### src/rtl/irtx_pkg.sv
package irtx_pkg;
    localparam int NBYTES = 16;
    localparam int BYTE_W = 8;
    localparam int PAY_W  = NBYTES * BYTE_W;
    localparam int CNT_W  = $clog2(PAY_W);
    localparam int TAIL_W = 8;
    localparam int ADDR_W = 5;

    localparam logic [ADDR_W-1:0] A_CTRL = 5'h10;
    localparam logic [ADDR_W-1:0] A_BLEN = 5'h11;
    localparam logic [ADDR_W-1:0] A_TAIL = 5'h12;
    localparam logic [ADDR_W-1:0] A_SRST = 5'h13;

    typedef enum logic [1:0] {
        ST_IDLE = 2'd0,
        ST_DATA = 2'd1,
        ST_TAIL = 2'd2
    } eng_st_e;
endpackage

### src/rtl/irtx_regs.sv
module irtx_regs
    import irtx_pkg::*;
#(
    parameter int NB   = NBYTES,
    parameter int CW   = CNT_W,
    parameter int TW   = TAIL_W,
    parameter int AW   = ADDR_W
) (
    input  logic                clk,
    input  logic                rst_n,
    input  logic                clr,
    input  logic                wr_en,
    input  logic [AW-1:0]       wr_addr,
    input  logic [7:0]          wr_data,
    output logic [NB*8-1:0]     payload,
    output logic [CW-1:0]       bitlen,
    output logic [TW-1:0]       taillen,
    output logic                irq_en,
    output logic                rep_en
);
    typedef struct packed {
        logic [NB-1:0][7:0] pay;
        logic [CW-1:0]      blen;
        logic [TW-1:0]      tail;
        logic               ie;
        logic               rep;
    } regs_t;

    localparam regs_t REGS_RST = '{
        pay:  '0,
        blen: {CW{1'b1}},
        tail: '0,
        ie:   1'b0,
        rep:  1'b0
    };

    regs_t regs_d, regs_q;

    always_comb begin
        regs_d = regs_q;
        if (wr_en) begin
            for (int k = 0; k < NB; k++) begin
                if (wr_addr == AW'(k)) regs_d.pay[NB-1-k] = wr_data;
            end
            if (wr_addr == A_CTRL) begin
                regs_d.ie  = wr_data[2];
                regs_d.rep = wr_data[3];
            end
            if (wr_addr == A_BLEN) regs_d.blen = wr_data[CW-1:0];
            if (wr_addr == A_TAIL) regs_d.tail = wr_data[TW-1:0];
        end
        if (clr) regs_d = REGS_RST;
    end

    always_ff @(posedge clk or negedge rst_n) begin
        if (!rst_n) regs_q <= REGS_RST;
        else        regs_q <= regs_d;
    end

    assign payload = regs_q.pay;
    assign bitlen  = regs_q.blen;
    assign taillen = regs_q.tail;
    assign irq_en  = regs_q.ie;
    assign rep_en  = regs_q.rep;
endmodule

### src/rtl/irtx_engine.sv
module irtx_engine
    import irtx_pkg::*;
#(
    parameter int PW = PAY_W,
    parameter int CW = CNT_W,
    parameter int TW = TAIL_W
) (
    input  logic            clk,
    input  logic            rst_n,
    input  logic            clr,
    input  logic            send,
    input  logic            irq_clr,
    input  logic            tick,
    input  logic            rep_en,
    input  logic [CW-1:0]   bitlen,
    input  logic [TW-1:0]   taillen,
    input  logic [PW-1:0]   payload,
    output logic            ir_out,
    output logic            empty_flag,
    output logic            busy,
    output logic            load
);
    localparam logic [CW-1:0] FULL_PASS = CW'(PW - 1);

    typedef struct packed {
        eng_st_e        st;
        logic [PW-1:0]  sh;
        logic [CW-1:0]  left;
        logic [TW-1:0]  tcnt;
        logic           pend;
        logic           flag;
    } eng_t;

    localparam eng_t ENG_RST = '{
        st:   ST_IDLE,
        sh:   '0,
        left: '0,
        tcnt: '0,
        pend: 1'b0,
        flag: 1'b1
    };

    eng_t eng_d, eng_q;
    logic drain;

    always_comb begin
        eng_d = eng_q;
        load  = 1'b0;
        drain = 1'b0;
        case (eng_q.st)
            ST_IDLE: begin
                if (send || eng_q.pend) load = 1'b1;
            end
            ST_DATA: begin
                if (send) eng_d.pend = 1'b1;
                if (tick) begin
                    eng_d.sh   = eng_q.sh << 1;
                    eng_d.left = eng_q.left - 1'b1;
                    if (eng_q.left == '0) begin
                        if (rep_en) begin
                            eng_d.sh   = payload;
                            eng_d.left = FULL_PASS;
                        end else begin
                            drain = 1'b1;
                            if (taillen == '0) begin
                                eng_d.st = ST_IDLE;
                            end else begin
                                eng_d.st   = ST_TAIL;
                                eng_d.tcnt = taillen;
                            end
                        end
                    end
                end
            end
            ST_TAIL: begin
                if (send) eng_d.pend = 1'b1;
                if (tick) begin
                    eng_d.tcnt = eng_q.tcnt - 1'b1;
                    if (eng_q.tcnt == TW'(1)) eng_d.st = ST_IDLE;
                end
            end
            default: eng_d.st = ST_IDLE;
        endcase

        if (load) begin
            eng_d.st   = ST_DATA;
            eng_d.sh   = payload;
            eng_d.left = rep_en ? FULL_PASS : bitlen;
            eng_d.pend = 1'b0;
        end

        if (load)         eng_d.flag = 1'b0;
        else if (drain)   eng_d.flag = 1'b1;
        else if (irq_clr) eng_d.flag = 1'b0;

        if (clr) eng_d = ENG_RST;
    end

    always_ff @(posedge clk or negedge rst_n) begin
        if (!rst_n) eng_q <= ENG_RST;
        else        eng_q <= eng_d;
    end

    always_comb begin
        case (eng_q.st)
            ST_DATA: ir_out = eng_q.sh[PW-1];
            ST_TAIL: ir_out = 1'b1;
            default: ir_out = 1'b0;
        endcase
    end

    assign empty_flag = eng_q.flag;
    assign busy       = (eng_q.st != ST_IDLE);
endmodule

### src/rtl/ir_tx_ctrl.sv
module ir_tx_ctrl
    import irtx_pkg::*;
(
    input  logic              clk,
    input  logic              rst_n,
    input  logic              wr_en,
    input  logic [4:0]        wr_addr,
    input  logic [7:0]        wr_data,
    input  logic              bus_stop,
    input  logic              bit_tick,
    output logic              ir_out,
    output logic              irq_n
);
    logic srst_d, srst_q;
    logic srst_wr, clr_all, wr_ok, ctrl_wr;
    logic send_cmd, irqc_cmd;

    logic [PAY_W-1:0]  payload_w;
    logic [CNT_W-1:0]  bitlen_w;
    logic [TAIL_W-1:0] taillen_w;
    logic              irq_en_w, rep_en_w;
    logic              flag_w, busy_w, load_w;

    assign srst_wr  = wr_en && (wr_addr == A_SRST) && wr_data[0];
    assign clr_all  = srst_q || srst_wr;
    assign wr_ok    = wr_en && !srst_q;
    assign ctrl_wr  = wr_ok && (wr_addr == A_CTRL);
    assign send_cmd = ctrl_wr && wr_data[0];
    assign irqc_cmd = ctrl_wr && wr_data[1];

    always_comb begin
        srst_d = srst_q || srst_wr;
        if (bus_stop) srst_d = 1'b0;
    end

    always_ff @(posedge clk or negedge rst_n) begin
        if (!rst_n) srst_q <= 1'b0;
        else        srst_q <= srst_d;
    end

    irtx_regs #(
        .NB (NBYTES),
        .CW (CNT_W),
        .TW (TAIL_W),
        .AW (ADDR_W)
    ) regs_i (
        .clk     (clk),
        .rst_n   (rst_n),
        .clr     (clr_all),
        .wr_en   (wr_ok),
        .wr_addr (wr_addr),
        .wr_data (wr_data),
        .payload (payload_w),
        .bitlen  (bitlen_w),
        .taillen (taillen_w),
        .irq_en  (irq_en_w),
        .rep_en  (rep_en_w)
    );

    irtx_engine #(
        .PW (PAY_W),
        .CW (CNT_W),
        .TW (TAIL_W)
    ) eng_i (
        .clk        (clk),
        .rst_n      (rst_n),
        .clr        (clr_all),
        .send       (send_cmd),
        .irq_clr    (irqc_cmd),
        .tick       (bit_tick),
        .rep_en     (rep_en_w),
        .bitlen     (bitlen_w),
        .taillen    (taillen_w),
        .payload    (payload_w),
        .ir_out     (ir_out),
        .empty_flag (flag_w),
        .busy       (busy_w),
        .load       (load_w)
    );

    assign irq_n = !(flag_w && irq_en_w);
endmodule

### config.mk
export PLATFORM = sky130hd
export DESIGN_NAME = ir_tx_ctrl
export DESIGN_NICKNAME = d
export VERILOG_FILES = /design/src/rtl/irtx_pkg.sv /design/src/rtl/irtx_regs.sv /design/src/rtl/irtx_engine.sv /design/src/rtl/ir_tx_ctrl.sv
export SDC_FILE = /design/constraint.sdc
export NUM_CORES = 1
export LEC_CHECK = 0
export CAP_MARGIN = 0
export CORE_MARGIN = 3
export CORE_UTILIZATION = 63
export DETAILED_ROUTE_END_ITERATION = 12
export GPL_ROUTABILITY_DRIVEN = 0
export MAX_ROUTING_LAYER = met4
export PLACE_DENSITY = 0.8
export SLEW_MARGIN = 20
export SYNTH_ARGS = -nofsm -noshare
export SYNTH_HDL_FRONTEND = slang
export SYNTH_SLANG_ARGS = --single-unit
### constraint.sdc
create_clock -name clk -period 3.7 [get_ports clk]
set_clock_uncertainty 0.15 [all_clocks]
set_input_delay 0.74 -clock clk [delete_from_list [all_inputs] [get_ports clk]]
set_output_delay 0.74 -clock clk [all_outputs]
set_load 0.005 [all_outputs]
==> impl_metrics.env <==
export IMPL_status="completed"
export IMPL_max_cap_violations=0
export IMPL_grt_pass1_vias=9781
export IMPL_slew_violations=0
export IMPL_ys_flop_type="dfrtp_1"
export IMPL_holdCritPathClass="in -> async"
export IMPL_avgViaCountPerCell=6.309
export IMPL_worstSetupStartpointType="flip-flop"
export IMPL_drt_pre_antenna_iters=5
export IMPL_final_core_util_pct=73.13
export IMPL_die_h_um=152.2
export IMPL_cts_hold_fix_buffers=0
export IMPL_fillers=1392
export IMPL_drtIter0Drc=937
export IMPL_grt_start_max_net_pins=143
export IMPL_initial_core_util_pct=65.26
export IMPL_synth_seq_cells=293
export IMPL_powerDensity_nw_per_um2=686.8
export IMPL_worst_ep_arrival_time_ps=2270
export IMPL_overflow=0
export IMPL_layout_drive_gt1_share_pct=8.378
export IMPL_areaGrowthSynthToFinish_pct=12.06
export IMPL_n_antenna_cell=0
export IMPL_yosys_warnings=0
export IMPL_r2r_setup_slack_ps=1050
export IMPL_ant_nets=0
export IMPL_synth_area_um2=13460
export IMPL_vias=9912
export IMPL_cts_path_max_buffers=3
export IMPL_finalWirelength_um=30960
export IMPL_rsz0062_at_grt="no"
export IMPL_finalSetupTns_ps=0
export IMPL_vdd_drop_max_mv=0.4735
export IMPL_period_share_pct=85.45
export IMPL_fmax_ghz=0.3163
export IMPL_critPathKind="reg -> out"
export IMPL_num_io_pins=20
export IMPL_seq_area_frac_synth_pct=54.55
export IMPL_total_leakage_power_nw=6.700
export IMPL_tightest_slew_ps=1183
export IMPL_cts_reportedPaths_clkPinSlew_ps=60
export IMPL_multi_input_area_um2=5657
export IMPL_synth_edf_count=0
export IMPL_drc=0
export IMPL_path_cells="inv_1, ha_1, a21oi_1, nor2b_1, clkdlybuf4s50_1"
export IMPL_regArea_um2=7342
export IMPL_hold_violations=0
export IMPL_wl_per_cell_um=19.71
export IMPL_synthCells=1298
export IMPL_cts_root_buf="clkbuf_16"
export IMPL_synth_area_top_cells="dfrtp_1 (53%), mux2i_1 (17%), a21oi_1 (6.4%), o21ai_0 (4.9%), nor2_1 (3.3%)"
export IMPL_slew_headroom_pct=20.86
export IMPL_synth_nets=1324
export IMPL_async_reset_ff_share_pct=100.0
export IMPL_post_cts_buffers=0
export IMPL_cts_max_level=1
export IMPL_critPathCaptureType="primary output"
export IMPL_yosysUniqueCellTypes=48
export IMPL_critPathRequiredTime_ps=2810
export IMPL_grt_usage_pct=27.14
export IMPL_rows=52
export IMPL_antenna_found_initial=0
export IMPL_grt_pass1_wl_um=51230
export IMPL_port_buffers=19
export IMPL_nets=1306
export IMPL_dp_final_hpwl_um=17260
export IMPL_core_area_um2=20620
export IMPL_synth_top_cell_area_share_pct=52.99
export IMPL_clkSinkCount=293
export IMPL_ctsResizeCount=0
export IMPL_clock_latency_ps=550
export IMPL_critPathSlowestCell="clkdlybuf4s50_1"
export IMPL_path_max_fanout=10
export IMPL_final_cell_mix="dfrtp_1 (285), mux2i_1 (232), a21oi_1 (172), o21ai_0 (133), nor2_1 (119)"
export IMPL_min_period_ps=3162
export IMPL_syn_mean_instance_area_um2=10.37
export IMPL_cts_buffers=30
export IMPL_cts_tree="built"
export IMPL_setup_viol=0
export IMPL_die_width_um=152.2
export IMPL_yosysTopAreaCell="dfrtp_1"
export IMPL_final_common_cell="dfrtp_1"
export IMPL_dieArea_um2=23150
export IMPL_cp_slowest_stage_delay_ps=520
layout make-up:
class / instances / share of cell area (%)
multi-input cells: 877 / 37.51
inverters: 12 / 0.2987
repair buffers: 66 / 5.044
clock inverters: 7 / 0.2489
clock buffers: 46 / 5.981
well taps: 270 / 2.240
flip-flops and latches: 293 / 48.68
metrics by stage:
stage	cells	hold slack (ps)	area, um^2	worst slack [ps]	power (W)
2_1_floorplan	1298	294.4	13460	1075	0.006713
3_3_place_gp	1518	322.4	14140	314.7	0.007302
3_5_place_dp	1518	325.2	14140	245.1	0.007455
4_1_cts	1571	81.21	15080	515.7	0.01040
5_1_grt	1571	108.2	15080	414.9	0.01101
6_report	1571	47.66	15080	538.4	0.01036
critical path: cells and delay by family, from the launching register on:
family,cells,cell delay (ps)
compound gates,1,100
fa+ha+maj,1,400
flops,1,410
simple gates,1,160
buf+inv,2,650
per-layer routing:
metal	global-route usage, %	share of wire, %
met3	3.295	5.3
met5	-	0
met2	43.25	49
met4	6.464	2.1
met1	37.99	44
registers in the layout, indices dropped and copies added (netlist names):
signal / flops
regs_i.rep_en: 1
srst_q: 1
regs_i.taillen: 8
eng_i.empty_flag: 1
regs_i.payload: 128
regs_i.irq_en: 1
eng_i.eng_q: 146
regs_i.bitlen: 7
cells by family after synthesis:
group / Yosys count / synth area share [%]
DFF: 293 / 54.55
buffers and inverters: 128 / 3.960
AOI/OAI and AO/OA: 339 / 13.37
muxes: 232 / 17.25
adders and majority gates: 8 / 0.7437
xor gates and xnor gates: 8 / 0.5206
and+or+nand+nor: 290 / 9.603
path summary, 6_finish.rpt:
| kind | from | cells after the start | to |
|---|---|---|---|
| max | eng_i.eng_q[145] | 5 | ir_out |
| max in group asynchronous | rst_n | 2 | regs_i.payload[59] |
| min reg2reg | regs_i.bitlen[3] | 2 | regs_i.bitlen[3] |
| min | rst_n | 1 | eng_i.eng_q[43] |
| min in group clk | regs_i.bitlen[3] | 2 | regs_i.bitlen[3] |
| max reg2reg | eng_i.eng_q[10] | 9 | eng_i.eng_q[113] |
synthesized netlist by cell type, types with 2 or more instances:
cell and count:
buf_2 6, nor4_1 5, and3_1 2, o31ai_1 3
nor2_1 119, a22oi_1 4, o211ai_1 2, nor3b_1 4
ha_1 8, nor3_1 13, clkbuf_1 95, a31oi_1 3
a311oi_1 2, dfstp_2 8, nand3_1 53, a211oi_1 8
mux2i_1 232, or3_1 2, o21ai_0 133, a41o_1 2
buf_1 3, nand4_1 2, buf_4 12, xor2_1 7
and2_1 2, a41oi_1 2, dfrtp_1 285, a21oi_1 172
nor2b_1 8, nor4bb_1 3, nand2_1 69, inv_1 12
nand2b_1 2
power by group:
part | switching, W | total (W) | internal (W)
registers | 0.000611 | 0.00492 | 0.00430
logic | 0.00142 | 0.00255 | 0.00113
clock network | 0.00123 | 0.00289 | 0.00166
Note: power is estimated with default switching activity, not from simulation.
